### src/rtl/dram_seq_pkg.sv
package dram_seq_pkg;

  // Sequencer phase. The encoding is free; outputs are decoded by name.
  typedef enum logic [2:0] {
    PH_IDLE = 3'd0,
    PH_ROW  = 3'd1,
    PH_SWAP = 3'd2,
    PH_COL  = 3'd3,
    PH_REF  = 3'd4
  } seq_phase_t;

  // Width of one row or column half of the address for a chosen split.
  function automatic int half_width(input bit wide_split);
    return wide_split ? 8 : 7;
  endfunction

endpackage

### src/rtl/dram_rst_sync.sv
module dram_rst_sync #(
  parameter int STAGES = 2
) (
  input  logic clk,
  input  logic rst_n,
  output logic rst_sync_n
);

  logic [STAGES-1:0] sync_q;
  logic [STAGES-1:0] sync_d;

  always_comb begin
    sync_d = {sync_q[STAGES-2:0], 1'b1};
  end

  always_ff @(posedge clk or negedge rst_n) begin
    if (!rst_n) begin
      sync_q <= '0;
    end else begin
      sync_q <= sync_d;
    end
  end

  assign rst_sync_n = sync_q[STAGES-1];

endmodule

### src/rtl/dram_seq_fsm.sv
module dram_seq_fsm
  import dram_seq_pkg::*;
(
  input  logic clk,
  input  logic rst_n,
  input  logic mreq_n,
  input  logic rd_n,
  input  logic wr_n,
  input  logic rfsh_n,
  output logic ras_n,
  output logic cas_n,
  output logic we_n,
  output logic col_sel,
  output logic in_ref,
  output logic ref_start
);

  seq_phase_t phase_q;
  seq_phase_t phase_d;
  logic       is_wr_q;
  logic       is_wr_d;
  logic       is_wr_en;
  logic       req_act;
  logic       xfer_req;

  assign req_act  = !mreq_n;
  assign xfer_req = !rd_n || !wr_n;

  // Next phase: refresh wins over a transfer; a released request always
  // returns to idle from any phase.
  always_comb begin
    phase_d = phase_q;
    unique case (phase_q)
      PH_IDLE: begin
        if (req_act && !rfsh_n) begin
          phase_d = PH_REF;
        end else if (req_act && xfer_req) begin
          phase_d = PH_ROW;
        end
      end
      PH_ROW:  phase_d = req_act ? PH_SWAP : PH_IDLE;
      PH_SWAP: phase_d = req_act ? PH_COL  : PH_IDLE;
      PH_COL:  phase_d = req_act ? PH_COL  : PH_IDLE;
      PH_REF:  phase_d = req_act ? PH_REF  : PH_IDLE;
      default: phase_d = PH_IDLE;
    endcase
  end

  // Transfer direction is captured once, as the row strobe opens.
  assign is_wr_en = (phase_q == PH_IDLE) && (phase_d == PH_ROW);
  assign is_wr_d  = !wr_n;

  always_ff @(posedge clk or negedge rst_n) begin
    if (!rst_n) begin
      phase_q <= PH_IDLE;
    end else begin
      phase_q <= phase_d;
    end
  end

  always_ff @(posedge clk or negedge rst_n) begin
    if (!rst_n) begin
      is_wr_q <= 1'b0;
    end else if (is_wr_en) begin
      is_wr_q <= is_wr_d;
    end
  end

  // Strobes decoded from the phase register only.
  assign ras_n     = (phase_q == PH_IDLE);
  assign col_sel   = (phase_q == PH_SWAP) || (phase_q == PH_COL);
  assign cas_n     = (phase_q != PH_COL);
  assign we_n      = !(is_wr_q && col_sel);
  assign in_ref    = (phase_q == PH_REF);
  assign ref_start = (phase_q == PH_IDLE) && (phase_d == PH_REF);

endmodule

### src/rtl/dram_refresh_ext.sv
module dram_refresh_ext #(
  parameter bit ENABLE = 1'b1
) (
  input  logic clk,
  input  logic rst_n,
  input  logic ref_start,
  input  logic bit6,
  output logic row_msb
);

  generate
    if (ENABLE) begin : g_ext
      logic prev6_q;
      logic tog_q;
      logic tog_d;
      logic fall6;

      assign fall6 = prev6_q && !bit6;
      assign tog_d = tog_q ^ fall6;

      always_ff @(posedge clk or negedge rst_n) begin
        if (!rst_n) begin
          prev6_q <= 1'b0;
          tog_q   <= 1'b0;
        end else if (ref_start) begin
          prev6_q <= bit6;
          tog_q   <= tog_d;
        end
      end

      assign row_msb = tog_q;
    end else begin : g_noext
      logic unused_ext;
      assign unused_ext = clk ^ rst_n ^ ref_start ^ bit6;
      assign row_msb    = 1'b0;
    end
  endgenerate

endmodule

### src/rtl/dram_addr_mux.sv
module dram_addr_mux
  import dram_seq_pkg::*;
#(
  parameter int ADDR_W    = 16,
  parameter bit SPLIT_64K = 1'b0,
  parameter int MA_W      = 8
) (
  input  logic [ADDR_W-1:0] addr,
  input  logic              col_sel,
  input  logic              in_ref,
  input  logic              ref_msb,
  output logic [MA_W-1:0]   ma
);

  localparam int HALF_W = half_width(SPLIT_64K);
  localparam int REF_W  = 7;

  logic [MA_W-1:0] row_part;
  logic [MA_W-1:0] col_part;
  logic [MA_W-1:0] ref_part;

  always_comb begin
    row_part              = '0;
    row_part[HALF_W-1:0]  = addr[HALF_W +: HALF_W];
    col_part              = '0;
    col_part[HALF_W-1:0]  = addr[HALF_W-1:0];
  end

  generate
    if (MA_W > REF_W) begin : g_ref_wide
      always_comb begin
        ref_part             = '0;
        ref_part[REF_W-1:0]  = addr[REF_W-1:0];
        ref_part[REF_W]      = ref_msb;
      end
    end else begin : g_ref_narrow
      logic unused_msb;
      assign unused_msb = ref_msb;
      always_comb begin
        ref_part = addr[REF_W-1:0];
      end
    end

    if (ADDR_W > 2*HALF_W) begin : g_spare
      logic unused_hi;
      assign unused_hi = ^addr[ADDR_W-1:2*HALF_W];
    end
  endgenerate

  always_comb begin
    if (in_ref) begin
      ma = ref_part;
    end else if (col_sel) begin
      ma = col_part;
    end else begin
      ma = row_part;
    end
  end

endmodule

### src/rtl/dram_seq_top.sv
module dram_seq_top #(
  parameter int  ADDR_W      = 16,
  parameter bit  SPLIT_64K   = 1'b0,
  parameter bit  REFRESH_EXT = 1'b1,
  localparam int MA_W        = (SPLIT_64K || REFRESH_EXT) ? 8 : 7
) (
  input  logic              clk,
  input  logic              rst_n,
  input  logic [ADDR_W-1:0] addr,
  input  logic              mreq_n,
  input  logic              rd_n,
  input  logic              wr_n,
  input  logic              rfsh_n,
  output logic              ras_n,
  output logic              cas_n,
  output logic              we_n,
  output logic              mux_sel,
  output logic [MA_W-1:0]   ma
);

  logic rst_sync_n;
  logic in_ref;
  logic ref_start;
  logic ref_msb;
  logic col_sel;

  dram_rst_sync #(.STAGES(2)) u_rst (
    .clk        (clk),
    .rst_n      (rst_n),
    .rst_sync_n (rst_sync_n)
  );

  dram_seq_fsm u_fsm (
    .clk       (clk),
    .rst_n     (rst_sync_n),
    .mreq_n    (mreq_n),
    .rd_n      (rd_n),
    .wr_n      (wr_n),
    .rfsh_n    (rfsh_n),
    .ras_n     (ras_n),
    .cas_n     (cas_n),
    .we_n      (we_n),
    .col_sel   (col_sel),
    .in_ref    (in_ref),
    .ref_start (ref_start)
  );

  dram_refresh_ext #(.ENABLE(REFRESH_EXT)) u_ext (
    .clk       (clk),
    .rst_n     (rst_sync_n),
    .ref_start (ref_start),
    .bit6      (addr[6]),
    .row_msb   (ref_msb)
  );

  dram_addr_mux #(
    .ADDR_W    (ADDR_W),
    .SPLIT_64K (SPLIT_64K),
    .MA_W      (MA_W)
  ) u_mux (
    .addr    (addr),
    .col_sel (col_sel),
    .in_ref  (in_ref),
    .ref_msb (ref_msb),
    .ma      (ma)
  );

  assign mux_sel = col_sel;

endmodule

### config.mk
export PLATFORM = sky130hd
export DESIGN_NAME = dram_seq_top
export DESIGN_NICKNAME = d
export VERILOG_FILES = /design/src/rtl/dram_seq_pkg.sv /design/src/rtl/dram_rst_sync.sv /design/src/rtl/dram_seq_fsm.sv /design/src/rtl/dram_refresh_ext.sv /design/src/rtl/dram_addr_mux.sv /design/src/rtl/dram_seq_top.sv
export SDC_FILE = /design/constraint.sdc
export NUM_CORES = 1
export LEC_CHECK = 0
export BUFFER_PORTS_ARGS = -buffer_cell sky130_fd_sc_hd__buf_2
export CAP_MARGIN = 30
export CORE_AREA = 2 2 39 41
export CTS_BUF_LIST = sky130_fd_sc_hd__clkbuf_2 sky130_fd_sc_hd__clkbuf_4 sky130_fd_sc_hd__clkbuf_8
export CTS_CLUSTER_SIZE = 14
export DETAILED_ROUTE_END_ITERATION = 6
export DIE_AREA = 0 0 41 43
export PLACE_DENSITY = 0.71
export REMOVE_ABC_BUFFERS = 1
export SYNTH_ARGS = -nofsm -noshare
export SYNTH_HDL_FRONTEND = slang
export SYNTH_SLANG_ARGS = --single-unit
### constraint.sdc
create_clock -name clk -period 1.6 [get_ports clk]
set_input_delay 0.32 -clock clk [delete_from_list [all_inputs] [get_ports clk]]
set_output_delay 0.32 -clock clk [all_outputs]
set_load 0.05 [all_outputs]
# Word-level counts from Yosys, hierarchy flattened

Index checks and enable logic that the tools add are counted.

Equal/unequal tests: 7
Reductions and logical operators: 16
Muxes and demuxes: 8
Bitwise gates (word level): 1

Operators by type and width:

| kind                                                | number |
|---|---|
| case mux 3 bit (4 select lines)                     | 1 |
| 2-to-1 mux 3 bit                                    | 3 |
| 2-to-1 mux 8 bit                                    | 1 |
| 2-to-1 mux 7 bit                                    | 1 |
| equality test 3 x 1 -> 1 bit, second input constant | 2 |
| equality test 3 x 2 -> 1 bit, second input constant | 2 |
| equality test 3 bit, second input constant          | 2 |
| logical AND 1 bit                                   | 6 |
| zero test 1 bit                                     | 6 |
| 2-to-1 mux 2 bit                                    | 2 |
| zero test 3 bit                                     | 1 |
| != test 3 x 2 -> 1 bit, second input constant       | 1 |
| logical OR 1 bit                                    | 2 |
| OR reduction 2 bit                                  | 1 |
| bitwise XOR 1 bit                                   | 1 |

Word-level logic and storage cells: 37
Output and inout port bits: 12
Register bits: 8
Input port bits: 22

# Depth between registers and ports, before layout

Gate-level depths: netlist (run 1).

Depth in word-level cells: 8
Gate-level depth with buffers: 3
Depth with buffers taken out: 3

# By module

From an unflattened synthesis (run 1), not the netlist that was laid out.

Cell total of the unflattened synthesis: 39
Area total of the unflattened synthesis: 430.4 um^2

Modules (own cells, without submodules):

| module           | cells each | times used | seq. area each (um^2) | area an instance (um^2) |
|---|---|---|---|---|
| dram_seq_fsm     | 22         | 1          | 100.1                 | 198.9 |
| dram_addr_mux    | 9          | 1          | 0.0                   | 96.3 |
| dram_refresh_ext | 5          | 1          | 50.0                  | 81.3 |
| dram_rst_sync    | 3          | 1          | 50.0                  | 53.8 |

# Least setup slack after synthesis (run 1)

Ideal clock, no wire load.

Kind: flip-flop to output port
Start: register u_fsm.phase_q[2]
End: output ras_n
Data required time: 1,280 ps
Setup slack: -279 ps
Path buffers: 0
Stages on the path, launching flop included: 2
Arrival: 1,559 ps
Cells stage by stage: dfrtp_1 nor3_1

Word-level cells in the longest chain between the ends: 1

Ends and longest elaborated chain:

| what                   | line               | text |
|---|---|---|
| from (decl)            | dram_seq_fsm.sv:18 | `seq_phase_t phase_q;` |
| from (signal assigned) | dram_seq_fsm.sv:57 | `phase_q <= phase_d;` |
| zero test 3 bit        | dram_seq_fsm.sv:70 | `assign ras_n = (phase_q == PH_IDLE);` |
| to (decl)              | dram_seq_top.sv:14 | `output logic ras_n,` |

Every way passes these cells.

# Final worst setup path (run 1)

Start: register u_fsm.phase_q[1]
End: output ma[5]

Word-level cells in the longest chain between the ends: 4
Elaborated cells between the ends (all ways): 6
Those cells by class: eq/ne (3); mux (2); reduce/logical (1)

Ends and longest elaborated chain:

| what                         | line                | text |
|---|---|---|
| equality test 3 x 2 -> 1 bit | dram_seq_fsm.sv:71  | `assign col_sel = (phase_q == PH_SWAP) \|\| (phase_q == PH_COL);` |
| logical OR 1 bit             | dram_seq_fsm.sv:71  |  |
| 2-to-1 mux 7 bit             | dram_addr_mux.sv:53 | `end else if (col_sel) begin` |
| 2-to-1 mux 8 bit (*)         | dram_addr_mux.sv:51 | `if (in_ref) begin` |
| to (decl)                    | dram_seq_top.sv:18  | `output logic [MA_W-1:0] ma` |

Every way passes the cells marked *; elsewhere a longest branch is shown, timed or not.

==> results, run 1 <==
- The run finished, with violations left.
- The final reports fail on setup timing.
- The portion of synthesized cell area occupied by the leading cell type is 44.8%.
- The worst-case vdd ir drop is 0.000492 V.
- The global placer's final weighted congestion is approximately 0.66.
- Port buffering added 31 buffers.
- In this run, synthesis produced a sequential element count of 8.
- Yosys attributes the largest share of cell area to sky130_fd_sc_hd__dfrtp_1 45%, sky130_fd_sc_hd__mux2_2 20%, sky130_fd_sc_hd__nor4_4 4.8%.
- STA classifies the critical path endpoint as an output pin.
- On the final layout, the worst clock skew is 0.00241 ns.
- At the worst endpoint, the required time is 1.28 ns.
- The final routed wire length divided by cell count is 11.9 um.
- The arrival time of data at the critical path endpoint is 1.55 ns.
- The half-perimeter wire length after detailed placement is 797 um.
- The filler cell count in the final layout is 124.
- The overall via count from detail_route is 440.
- TritonCTS built the clock tree.
- Timing analysis after detailed placement gives a worst setup slack of -0.0718 ns.
- The number of hold violations in the final report is 0.
- The first global-routing pass estimated between 1500 and 2000 um of wire.
- The leakage dissipation is 0.000433 uW.
- Summing the sequential cell areas from Yosys gives 44.8% of the chip area.
- The final layout contains 106 nets.
- Max-cap violations in this run came to 0.
- Measured along the x axis, the die boundary spans 41 um.
- The clock drives 8 sinks.
- The peak clock frequency supported by timing is around 540 MHz.
- The final core utilization is 61.3%.
- The clock latency at the later pin of the worst-skew pair is between 0.2 and 0.3 ns.
- For the finished layout, the period the worst path requires is 1.87 ns.
- The clock-pin slew of the registers on the worst-case setup and hold paths is ~0.05 ns.
- The core region area is 1380 um2.
- The least setup slack across all paths after layout is -0.269 ns.
- After the flow finishes, the layout carries non-filler instances totaling 98.
- The count of standard-cell rows is 14.
- The min-delay analysis places its worst path in the category reg2async.
- The area added between synthesis and finish is 89.9%.
- The height of the die is 43 um.
- The number of global-route vias before repair is between 400 and 500.
- The number of placed I/O pins is 34.
- The number of optimization iterations in the first detailed-route pass is 4.
- Of all nets on the critical path, the largest fanout is 7.
- Entering global routing, the biggest net connects 8 pins.
- The CTS root buffer is sky130_fd_sc_hd__clkbuf_4.
- The cell area after synthesis is 447 um2.
- For this design the ratio of total power to cell area is 1070 nW/um2.
- The total overflow reported by the global router is 0.
- The DRC violation total after the first TritonRoute iteration is 13.
- Setup violations remaining at the end of the flow were counted as 10.
- Setup repair after global routing could not meet its margin everywhere.
- The number of placed instances with taps included is 92.
- The number of routed nets with antenna violations is 0.
- In the routed layout, each cell is associated on average with a via count of 4.49.
- The element type at the critical path start is a flip-flop.
- The clock passes through at most 2 buffers.
- The initial antenna violation count is 0.
- In this run, CTS created clock tree buffers numbering 3.
- The number of max-slew violations in the final report is 0.
- The number of synthesis warnings is 0.
- The cell count after synthesis is 39.
- The sum of routed wire length over all layers is around 1200 um.
- In the final layout, the share of cells above drive strength 1 is 69.5%.
- For this run, the total global-route usage over all layers was measured as 16.3%.
- The area enclosed by the die boundary is 1760 um2.
- In this run the number of H-tree levels came out at 1.
- The biggest area contributor in the post-synthesis netlist is sky130_fd_sc_hd__dfrtp_1.
- The remaining routing DRC violations is 0.
- The share of the clock period used by the worst path after layout is 117%.
- The number of inserted diodes is 0.
- The number of distinct library cell variants in the gate-level netlist after synthesis is 19.
- The critical path class is reg2out.
- The starting density of the core is 32.3%.
- The average footprint of a synthesized cell is 11.5 um2.
==> per-layer routing <==
metal  vias to the layer above  part of all wire, %  track usage, %
li1                        222                    -               -
met1                       202                   40            21.0
met2                        14                   54            25.0
met3                         2                  4.9            3.14
met4                         0                 0.68            8.00
met5                         -                    0               0
==> where the power goes <==
group | switching, uW | internal, uW
logic | 249 | 231
clock network | 65.8 | 85.6
registers | 30.8 | 243
total | 346 | 559
==> cells in the final DEF (no fill, tap or decap), drive strengths merged, types with 2 or more instances in the layout <==
cell type	count
buf	39
clkbuf	3
dfrtp	8
inv	2
mux2	8
nand2	3
nor2	3
nor3	2
==> synth_stat cells <==
library cell,count
sky130_fd_sc_hd__a21oi_4,1
sky130_fd_sc_hd__and2_1,1
sky130_fd_sc_hd__and3_2,1
sky130_fd_sc_hd__conb_1,1
sky130_fd_sc_hd__dfrtp_1,8
sky130_fd_sc_hd__inv_1,2
sky130_fd_sc_hd__mux2_2,8
sky130_fd_sc_hd__nand2_1,3
sky130_fd_sc_hd__nand2b_1,1
sky130_fd_sc_hd__nand3_1,1
sky130_fd_sc_hd__nand3b_1,1
sky130_fd_sc_hd__nor2_1,3
sky130_fd_sc_hd__nor2b_4,1
sky130_fd_sc_hd__nor3_1,2
sky130_fd_sc_hd__nor4_4,1
sky130_fd_sc_hd__o21ai_0,1
sky130_fd_sc_hd__o22ai_1,1
sky130_fd_sc_hd__o2bb2ai_1,1
sky130_fd_sc_hd__xnor2_1,1
==> sequential cells by signal, summed over array words and instances, names as in the netlist <==
name                 flops
u_rst.sync_q             2
u_ext.g_ext.prev6_q      1
u_fsm.phase_q            3
u_fsm.is_wr_q            1
u_ext.row_msb            1
==> per-stage QoR <==
step | total power, uW | setup TNS (ns) | instance area [um2] | hold slack (ns)
2_1_floorplan | 531 | -0.982 | 447 | 0.0244
3_3_place_gp | 631 | -0.360 | 667 | 0.0966
3_5_place_dp | 637 | -0.484 | 667 | 0.102
4_1_cts | 900 | -1.87 | 813 | 0.100
5_1_grt | 956 | -2.36 | 848 | 0.122
6_report | 906 | -1.93 | 848 | 0.0982
==> kinds of logic after synthesis <==
logic type	after synthesis	synth area share, %
AO/OA/AOI/OAI	4	8.12
XOR/XNOR	1	1.96
buffers and inverters	2	1.68
flip-flops	8	44.8
multiplexers	8	20.2
other	1	0.840
AND/OR/NAND/NOR	15	22.4
==> critical path, stage by stage, from the launching register on <==
cell                      delay, ns
sky130_fd_sc_hd__dfrtp_1       0.40
sky130_fd_sc_hd__nor2b_4       0.15
sky130_fd_sc_hd__a21oi_4       0.13
sky130_fd_sc_hd__buf_12        0.15
sky130_fd_sc_hd__mux2_4        0.31
sky130_fd_sc_hd__buf_8         0.15
==> what timing repair did <==
item / CTS / global route
resized for setup: 29 / 11
hold endpoints to repair: 2 / 0
hold buffers: 1 / 0
endpoints found under the setup margin: 9 / 12
setup buffers: 1 / 1
==> worst paths after layout <==
kind | start | to | slack [ns] | cells past startpoint
max reg2reg | u_fsm.phase_q[1]$_DFF_PN0_ | u_ext.g_ext.prev6_q$_DFFE_PN0P_ | 0.21 | 4
min reg2reg | u_rst.sync_q[1]$_DFF_PN0_ | u_fsm.phase_q[0]$_DFF_PN0_ | 0.1 | 0
max | u_fsm.phase_q[1]$_DFF_PN0_ | ma[5] | -0.27 | 5
max in group asynchronous | rst_n | u_rst.sync_q[1]$_DFF_PN0_ | 1.12 | 2
min in group clk | wr_n | u_fsm.is_wr_q$_DFFE_PN0P_ | 0.25 | 2
min | u_rst.sync_q[1]$_DFF_PN0_ | u_fsm.phase_q[0]$_DFF_PN0_ | 0.1 | 0
==> layout make-up <==
cell class / count / area, um2 / area share, %
Timing Repair Buffer: 40 / 324 / 38.2
Clock buffer: 3 / 22.5 / 2.65
Sequential cell: 8 / 201 / 23.7
Multi-Input combinational cell: 29 / 273 / 32.2
Tap cell: 16 / 20.0 / 2.36
Inverter: 2 / 7.51 / 0.885
Power figures use the tool's default switching activity.
==> run 2, diff against run 1 <==
- PLACE_DENSITY: 0.71 -> 0.68
- SYNTH_HIERARCHICAL: unset -> 1
==> run 2 against run 1 <==
Net effect:
- the run still ends with setup timing left
- sequential power rose by 3%
- highest routed layer unchanged
- die area stayed put
- clock power shrank 3%
- worst setup slack lost 0.11 ns
- largest cell class unchanged
- area after synthesis fell by 3.6%
- non-clock buffer count increased by 4
- critical path depth is the same
- via count rose by 12%
- power is 3.3% higher
- combinational power increased by 5.0%
- synthesized cell count is the same
==> results, run 2 <==
- The number of distinct library cell variants in the gate-level netlist after synthesis is 18 (was 19).
- The most common library cell in the layout ignoring fill and taps is sky130_fd_sc_hd__buf_2 (unchanged).
- The leading cell type by number of instances after synthesis is sky130_fd_sc_hd__dfrtp_1.
- The total overflow reported by the global router is 0 (unchanged).
- The count of placed standard cells in the final layout, fillers left out came to 102 (was 98).
- The maximum number of pins on one net before global-route repair is 7 (was 8).
- The number of global-route vias before repair is 488 (was 447).
- The leakage dissipation came to 0.000484 uW (was 0.000433 uW).
- The height of the die is 43 um (unchanged).
- The count of standard-cell rows came to 14 (unchanged).
- The global placer's final weighted congestion came to 0.648 (was 0.664).
- The post-synthesis share of cell area spent on full adders, half adders and majority gates came to 0% (unchanged).
- The async set-or-reset flop fraction in the synthesized netlist came to 100% (unchanged).
- The total power of the final layout was 935 uW (was 906 uW).
- The final non-filler cell area is 931 um2 (was 848 um2).
- The share of the clock period used by the worst path after layout is 123% (was 117%).
- The synthesized-area fraction occupied by and/or/nand/nor cells is 22.1% (was 22.4%).
- The max-cap check violation count was 0 (unchanged).
- Violations in the final reports: setup timing (unchanged).
- The least setup slack across all paths after layout is -0.375 ns (was -0.269 ns).
- The mux cell area share after synthesis is 21.8% (was 20.2%).
- The remaining routing DRC violations is 0 (unchanged).
- The termination of the worst setup path is ma[0] (was ma[5]).
- The setup slack of the worst register-to-register path is -0.06 ns (was 0.21 ns).
- The deepest level of the CTS H-tree is 1 (unchanged).
- The placed cell area is 651 um2 (was 667 um2).
- RSZ-0062 raised after global routing: yes (unchanged).
- The buffer depth of the longest clock path came to 2 (unchanged).
- The setup slack after placement is -0.132 ns (was -0.0718 ns).
- The core region area is 1380 um2 (unchanged).
- The arrival time of data at the critical path endpoint came to 1.66 ns (was 1.55 ns).
- The ratio of total power to cell area is 1000 nW/um2 (was 1070 nW/um2).
- The number of placed I/O pins is 34 (unchanged).
- The number of inserted diodes came to 0 (unchanged).
- The XOR/XNOR share of the synthesized area is 2.03% (was 1.96%).
- The peak clock frequency supported by timing is 506 MHz (was 535 MHz).
- The cell-internal power came to 577 uW (was 559 uW).
- The portion of synthesized cell area occupied by the leading cell type is 46.5% (was 44.8%).
- The overall via count from detail_route was 494 (was 440).
- The number of placed instances with taps included is 92 (unchanged).
- Ranking of synthesized cells by area: sky130_fd_sc_hd__dfrtp_1 47%, sky130_fd_sc_hd__mux2_2 18%, sky130_fd_sc_hd__nor3_1 3.5% (was sky130_fd_sc_hd__dfrtp_1 45%, sky130_fd_sc_hd__mux2_2 20%, sky130_fd_sc_hd__nor4_4 4.8%).
- The switching power of the nets is 358 uW (was 346 uW).
- The path type of the worst min-delay path is reg2async (unchanged).
- The share of power burned in combinational logic is 54.0% (was 53.1%).
- The final-report setup violation count is 12 (was 10).
- The global router's overall resource usage is 17.7% (was 16.3%).
- The number of flops mapped to enable cells by yosys is 0 (unchanged).
- Highest-count cells in the layout ignoring fill and taps: 19 x sky130_fd_sc_hd__buf_2, 14 x sky130_fd_sc_hd__buf_6, 8 x sky130_fd_sc_hd__mux2_4 (was 19 x sky130_fd_sc_hd__buf_2, 9 x sky130_fd_sc_hd__buf_4, 7 x sky130_fd_sc_hd__mux2_4, 7 x sky130_fd_sc_hd__dfrtp_1).
- The area added between synthesis and finish was 116% (was 89.9%).
- The starting density of the core is 31.1% (was 32.3%).
- The cell area after synthesis is 430 um2 (was 447 um2).
- The dominant combinational cell family by area after synthesis is simple AND/OR/NAND/NOR gates (unchanged).
- The most flop-heavy register was u_fsm/phase_q (was u_fsm.phase_q).
- The endpoint kind of the worst setup timing path is an output pin (unchanged).
- The share of final-layout standard cells stronger than drive strength 1 is 75.6% (was 69.5%).
- The total of flip-flops plus latches after synthesis is 8 (unchanged).
- The share of the synthesized area in compound gates (AO/OA/AOI/OAI) is 5.81% (was 8.12%).
- The number of sinks handled by clock tree synthesis is 8 (unchanged).
- The minimum clock period came to 1.98 ns (was 1.87 ns).
- The number of hold violations in the final report is 0 (unchanged).
- The number of flip-flops in the largest register is 3 (unchanged).
- The beginning of the critical path is u_fsm/phase_q[1]$_DFF_PN0_ (was u_fsm.phase_q[1]$_DFF_PN0_).
- The TritonCTS clock tree is built (unchanged).
- The fraction of power consumed by the clock network is 15.7% (was 16.7%).
- Largest registers: u_fsm/phase_q: 3 flops, u_rst/sync_q: 2 flops (was u_fsm.phase_q: 3 flops, u_rst.sync_q: 2 flops).
- The initial antenna violation count is 0 (unchanged).
- The power share of the sequential group was 30.3% (was 30.2%).
- The total clock buffers created by CTS came to 3 (unchanged).
- The count of nets after finishing is 110 (was 106).
- The number of routed nets with antenna violations is 0 (unchanged).
- The half-perimeter wire length after detailed placement was 913 um (was 797 um).
- The required arrival time at the worst endpoint is 1.28 ns (about the same).
- The CTS root buffer is sky130_fd_sc_hd__clkbuf_4 (unchanged).
- The fraction of power spent switching nets is 38.3% (was 38.2%).
- The worst flop-to-flop path startpoint was u_fsm/phase_q[1]$_DFF_PN0_ (was u_fsm.phase_q[1]$_DFF_PN0_).
- The endpoint of the worst-slack reg-to-reg timing path is u_ext/g_ext.prev6_q$_DFFE_PN0P_ (was u_ext.g_ext.prev6_q$_DFFE_PN0P_).
- The worst setup skew after layout is 0.00375 ns (was 0.00241 ns).
- The cell depth of the worst flop-to-flop path is 4 (unchanged).
- The detail-routed via count per cell is 4.84 (was 4.49).
- The element type at the critical path start was a flip-flop (unchanged).
- The area enclosed by the die boundary is 1760 um2 (unchanged).
- The chip width is 41 um (unchanged).
- The clock latency at the later pin of the worst-skew pair was 0.25 ns (about the same).
- The average footprint of a synthesized cell is 11.0 um2 (was 11.5 um2).
- The cell accounting for the most synthesized area is sky130_fd_sc_hd__dfrtp_1 (unchanged).
- The critical path class is reg2out (unchanged).
- The worst-path maximum fanout was 4 (was 7).
- The DRC violation total after the first TritonRoute iteration is 4 (was 13).
- The flip-flop cell with the highest count after synthesis is sky130_fd_sc_hd__dfrtp_1 (unchanged).
- The sequential share of the synthesized area came to 46.5% (was 44.8%).
- Most numerous cell types in the synthesized netlist: 8 x sky130_fd_sc_hd__dfrtp_1, 7 x sky130_fd_sc_hd__mux2_2, 3 x sky130_fd_sc_hd__nand2_1, 3 x sky130_fd_sc_hd__nor2_1, 3 x sky130_fd_sc_hd__nor3_1 (was 8 x sky130_fd_sc_hd__dfrtp_1, 8 x sky130_fd_sc_hd__mux2_2, 3 x sky130_fd_sc_hd__nand2_1, 3 x sky130_fd_sc_hd__nor2_1).
- The first-pass GRT wire length is 2060 um (was 1930 um).
- The cell count after synthesis was 39 (unchanged).
- The worst-case vdd ir drop is 0.000531 V (was 0.000492 V).
- The clock-pin slew of the registers on the worst-case setup and hold paths was 0.05 ns (about the same).
- The final routed wire length divided by cell count is 14.6 um (was 11.9 um).
- The number of synthesis warnings is 6 (was 0).
- The sum of routed wire length over all layers is 1490 um (was 1170 um).
- Status: finished with violations (unchanged).
- The number of optimization iterations in the first detailed-route pass came to 4 (unchanged).
- The number of max-slew violations in the final report is 0 (unchanged).
- The number of input and output port buffers inserted was 31 (unchanged).
-- run 2: cell types whose count changed in the layout (fill, tap and decap cells not counted), moves of 2 or more --
cell / before / now
sky130_fd_sc_hd__nor2_4: 0 / 2
sky130_fd_sc_hd__buf_6: 5 / 14
sky130_fd_sc_hd__inv_1: 2 / 0
sky130_fd_sc_hd__o21ai_1: 0 / 2
sky130_fd_sc_hd__nand2_1: 3 / 1
sky130_fd_sc_hd__nand2_4: 0 / 2
sky130_fd_sc_hd__buf_4: 9 / 4
sky130_fd_sc_hd__nor3_4: 0 / 2
-- run 2: metrics by stage --
| step | hold WS (ns) | util (%) | TNS [ns] |
|---|---|---|---|
| after global placement | 0.0915 | 47.0 | -0.789 |
| after CTS | 0.100 | 62.0 | -2.68 |
| after detailed placement | 0.106 | 47.0 | -0.960 |
| after global routing | 0.117 | 67.3 | -3.63 |
| final | 0.0945 | 67.3 | -2.91 |
| after floorplan | 0.0244 | - | -1.62 |
-- run 2: cells by family (layout without fill, tap and decap cells) --
kind of cell | Yosys count | in the layout
muxes | 8 | 8
DFF | 8 | 8
and+or+nand+nor | 16 | 16
other | 1 | 1
AOI/OAI and AO/OA | 4 | 4
buffers and inverters | 1 | 48
xor gates and xnor gates | 1 | 1
-- run 2: power by group through the flow --
stage / Sequential [uW] / Clock (uW) / Combinational (uW)
finish: 283 / 147 / 505
CTS: 267 / 157 / 462
detailed placement: 271 / 0 / 332
global placement: 267 / 0 / 327
floorplan: 265 / 0 / 238
global route: 286 / 172 / 525
-- run 2: per-layer routing --
layer  wire, um  vias up  global-route usage [%]
met5          0        -                       0
met4         10        0                    11.3
met3         47        2                    4.71
met2        860       10                    27.8
met1        566      247                    19.8
li1           -      235                       -
-- run 2: cell type report --
| class | instances | area, um2 |
|---|---|---|
| clock buffer | 3 | 22.5 |
| inverter | 1 | 3.75 |
| multi-input combinational | 30 | 300 |
| sequential | 8 | 201 |
| fill | 101 | 453 |
| tap | 16 | 20.0 |
| timing repair buffer | 44 | 383 |
-- run 2: worst min-delay path by stage --
stage / end / slack, ns
finish: u_fsm/phase_q[2]$_DFF_PN0_ / 0.09
global route: u_fsm/phase_q[0]$_DFF_PN0_ / 0.12
CTS: u_fsm/phase_q[2]$_DFF_PN0_ / 0.10
detailed placement: u_rst/sync_q[0]$_DFF_PN0_ / 0.11
global placement: u_ext/g_ext.prev6_q$_DFFE_PN0P_ / 0.09
floorplan: u_rst/sync_q[0]$_DFF_PN0_ / 0.02
-- run 2: worst max-delay path, stage by stage (launching register included) --
cell and delay (ns):
sky130_fd_sc_hd__dfrtp_2 0.43, sky130_fd_sc_hd__and2b_2 0.23, sky130_fd_sc_hd__nor2_4 0.15, sky130_fd_sc_hd__buf_6 0.14, sky130_fd_sc_hd__mux2_4 0.31, sky130_fd_sc_hd__buf_8 0.15
-- run 2: timing repair --
item	4_1_cts	5_1_grt
hold buffers	1	0
buffers inserted	6	2
endpoints found under the hold margin	2	0
pin swaps	4	5
setup endpoints to repair	14	15
resized for setup	39	21
==> run 3, diff against run 2 <==
- SETUP_SLACK_MARGIN: unset -> 0.05
==> run 3 against run 2 <==
Net effect:
- the flow still finishes with violations (setup timing)
- routed wire length rose by 3.4%
- sequential share of layout area rose by 0.26 points
- global-route usage rose by 0.20 points
- power fell by 0.41%
- final area fell by 1.2%
- maximum frequency fell by 1.3%
- clock power barely moved
- sequential power barely moved
- die area did not move
- non-clock buffer count fell by 1
- clock skew fell by 0.00072 ns
- flip-flop and latch count did not move
==> results, run 3 (synthesized netlist as in run 2, its figures left out) <==
- The met3 layer wire length in the routed design is 74 um (was 47 um).
- The DRC violation total after the first TritonRoute iteration is 0 (was 4).
- The worst flop-to-flop path startpoint is u_fsm/phase_q[1]$_DFF_PN0_ (unchanged).
- The number of max-slew violations in the final report came to 0 (unchanged).
- The cell-internal power came to 572 uW (was 577 uW).
- The half-perimeter wire length after detailed placement is 913 um (unchanged).
- Largest registers: u_fsm/phase_q: 3 flops, u_rst/sync_q: 2 flops (unchanged).
- The share of final-layout standard cells stronger than drive strength 1 is 75.3% (was 75.6%).
- The critical path class is reg2out (unchanged).
- The worst-path maximum fanout was 4 (unchanged).
- The number of input and output port buffers inserted was 31 (unchanged).
- The number of flip-flops in the largest register is 3 (unchanged).
- The number of global-route vias before repair was 502 (was 488).
- The uppermost metal layer occupied by signal nets is met4 (unchanged).
- The clock-pin slew of the registers on the worst-case setup and hold paths was 0.05 ns (about the same).
- The share of the clock period used by the worst path after layout is 125% (was 123%).
- The worst hold slack after final layout is 0.0964 ns (was 0.0945 ns).
- The number of optimization iterations in the first detailed-route pass is 1 (was 4).
- The fraction of power consumed by the clock network is 15.8% (was 15.7%).
- The buffer depth of the longest clock path is 2 (unchanged).
- The required arrival time at the worst endpoint is 1.28 ns (about the same).
- The height of the die is 43 um (unchanged).
- The beginning of the critical path is u_fsm/phase_q[1]$_DFF_PN0_ (unchanged).
- Status: finished with violations (unchanged).
- The final routed wire length divided by cell count is 15.2 um (was 14.6 um).
- The detail-routed via count per cell was 4.86 (was 4.84).
- The clock latency at the later pin of the worst-skew pair came to 0.25 ns (about the same).
- The count of standard-cell rows is 14 (unchanged).
- Violations in the final reports: setup timing (unchanged).
- Highest-count cells in the layout ignoring fill and taps: 19 x sky130_fd_sc_hd__buf_2, 12 x sky130_fd_sc_hd__buf_6, 8 x sky130_fd_sc_hd__mux2_4 (was 19 x sky130_fd_sc_hd__buf_2, 14 x sky130_fd_sc_hd__buf_6, 8 x sky130_fd_sc_hd__mux2_4).
- The initial antenna violation count was 0 (unchanged).
- The global router's overall resource usage came to 17.9% (was 17.7%).
- The number of placed I/O pins was 34 (unchanged).
- The CTS root buffer is sky130_fd_sc_hd__clkbuf_4 (unchanged).
- The remaining routing DRC violations is 0 (unchanged).
- The area enclosed by the die boundary is 1760 um2 (unchanged).
- The maximum number of pins on one net before global-route repair came to 7 (unchanged).
- The worst setup skew after layout is 0.00303 ns (was 0.00375 ns).
- The peak clock frequency supported by timing is 500 MHz (was 506 MHz).
- The number of sinks handled by clock tree synthesis came to 8 (unchanged).
- The number of routed nets with antenna violations is 0 (unchanged).
- The least setup slack across all paths after layout is -0.401 ns (was -0.375 ns).
- The most flop-heavy register is u_fsm/phase_q (unchanged).
- The area used by multi-input combinational logic is 304 um2 (was 300 um2).
- The starting density of the core is 31.1% (unchanged).
- The fraction of power spent switching nets is 38.6% (was 38.3%).
- The chip width is 41 um (unchanged).
- The filler cell count in the final layout is 105 (was 101).
- The global placer's final weighted congestion was 0.648 (unchanged).
- The ratio of total power to cell area is 1010 nW/um2 (was 1000 nW/um2).
- The number of hold violations in the final report was 0 (unchanged).
- The overall via count from detail_route came to 491 (was 494).
- The met1 wire length is 540 um (was 566 um).
- The total overflow reported by the global router is 0 (unchanged).
- The number of inserted diodes came to 0 (unchanged).
- The count of placed standard cells in the final layout, fillers left out is 101 (was 102).
- The endpoint kind of the worst setup timing path is an output pin (unchanged).
- The power share of the sequential group is 30.4% (was 30.3%).
- The total clock buffers created by CTS was 3 (unchanged).
- The leakage dissipation is 0.000479 uW (was 0.000484 uW).
- The register area is 201 um2 (unchanged).
- The core region area was 1380 um2 (unchanged).
- The path type of the worst min-delay path is reg2async (unchanged).
- The arrival time of data at the critical path endpoint came to 1.68 ns (was 1.66 ns).
- The TritonCTS clock tree was built (unchanged).
- The deepest level of the CTS H-tree came to 1 (unchanged).
- The share of power burned in combinational logic is 53.9% (was 54.0%).
- The number of placed instances with taps included is 92 (unchanged).
- The count of nets after finishing came to 109 (was 110).
- The max-cap check violation count is 0 (unchanged).
- The length of routed met2 wiring came to 888 um (was 860 um).
- The sum of routed wire length over all layers came to 1540 um (was 1490 um).
- The area added between synthesis and finish was 114% (was 116%).
- The first-pass GRT wire length is 2100 um (was 2060 um).
- The worst-case vdd ir drop is 0.000507 V (was 0.000531 V).
- RSZ-0062 raised after global routing: yes (unchanged).
- The final-report setup violation count came to 12 (unchanged).
- The element type at the critical path start is a flip-flop (unchanged).
- The most common library cell in the layout ignoring fill and taps is sky130_fd_sc_hd__buf_2 (unchanged).
- The switching power of the nets is 360 uW (was 358 uW).
- The minimum clock period came to 2.00 ns (was 1.98 ns).
-- run 3: worst paths after layout --
check / depth (start not counted) / end / slack, ns
max: 5 / ma[3] / -0.40
min: 0 / u_fsm/phase_q[2]$_DFF_PN0_ / 0.1
max reg2reg: 4 / u_ext/g_ext.prev6_q$_DFFE_PN0P_ / -0.05
min reg2reg: 0 / u_fsm/phase_q[2]$_DFF_PN0_ / 0.1
max in group asynchronous: 2 / u_rst/sync_q[1]$_DFF_PN0_ / 1.13
min in group clk: 2 / u_fsm/phase_q[1]$_DFF_PN0_ / 0.28
-- run 3: critical path, stage by stage (launching register included) --
cell and delay, ns:
sky130_fd_sc_hd__dfrtp_2 0.43, sky130_fd_sc_hd__nor3_4 0.30, sky130_fd_sc_hd__nor2_4 0.10, sky130_fd_sc_hd__buf_4 0.15
sky130_fd_sc_hd__mux2_4 0.30, sky130_fd_sc_hd__buf_6 0.15
-- run 3: final cells by class --
class / count / share of cell area, %
Timing Repair Buffer: 43 / 40.0
Multi-Input combinational cell: 30 / 33.1
Sequential cell: 8 / 21.9
Clock buffer: 3 / 2.45
Tap cell: 16 / 2.18
Inverter: 1 / 0.408
-- run 3: stage by stage --
stage	area (um2)	setup TNS [ns]	power, uW	util [%]	setup slack, ns
final	920	-3.06	931	66.5	-0.401
after CTS	873	-2.68	891	63.1	-0.339
after global placement	651	-0.789	594	47.0	-0.109
after global routing	920	-3.70	978	66.5	-0.447
after detailed placement	651	-0.960	603	47.0	-0.132
after floorplan	430	-1.62	503	-	-0.319
-- run 3: power groups by stage --
| stage | sequential [uW] | clock, uW | combinational (uW) |
|---|---|---|---|
| detailed placement | 271 | 0 | 332 |
| CTS | 269 | 157 | 466 |
| finish | 283 | 147 | 502 |
| global placement | 267 | 0 | 327 |
| global route | 285 | 172 | 521 |
| floorplan | 265 | 0 | 238 |
-- run 3: per-layer routing --
layer	track usage [%]	vias up
met5	0	-
met2	28.1	17
met3	4.71	6
met1	20.5	238
li1	-	230
met4	10.7	0
-- run 3: repair_timing --
action                                 CTS  global route
pin swaps                                4             5
cloned                                   0             0
setup endpoints to repair               14            15
endpoints found under the hold margin    2             0
resized for setup                       44            13
hold buffers                             1             0
setup buffers                            6             1
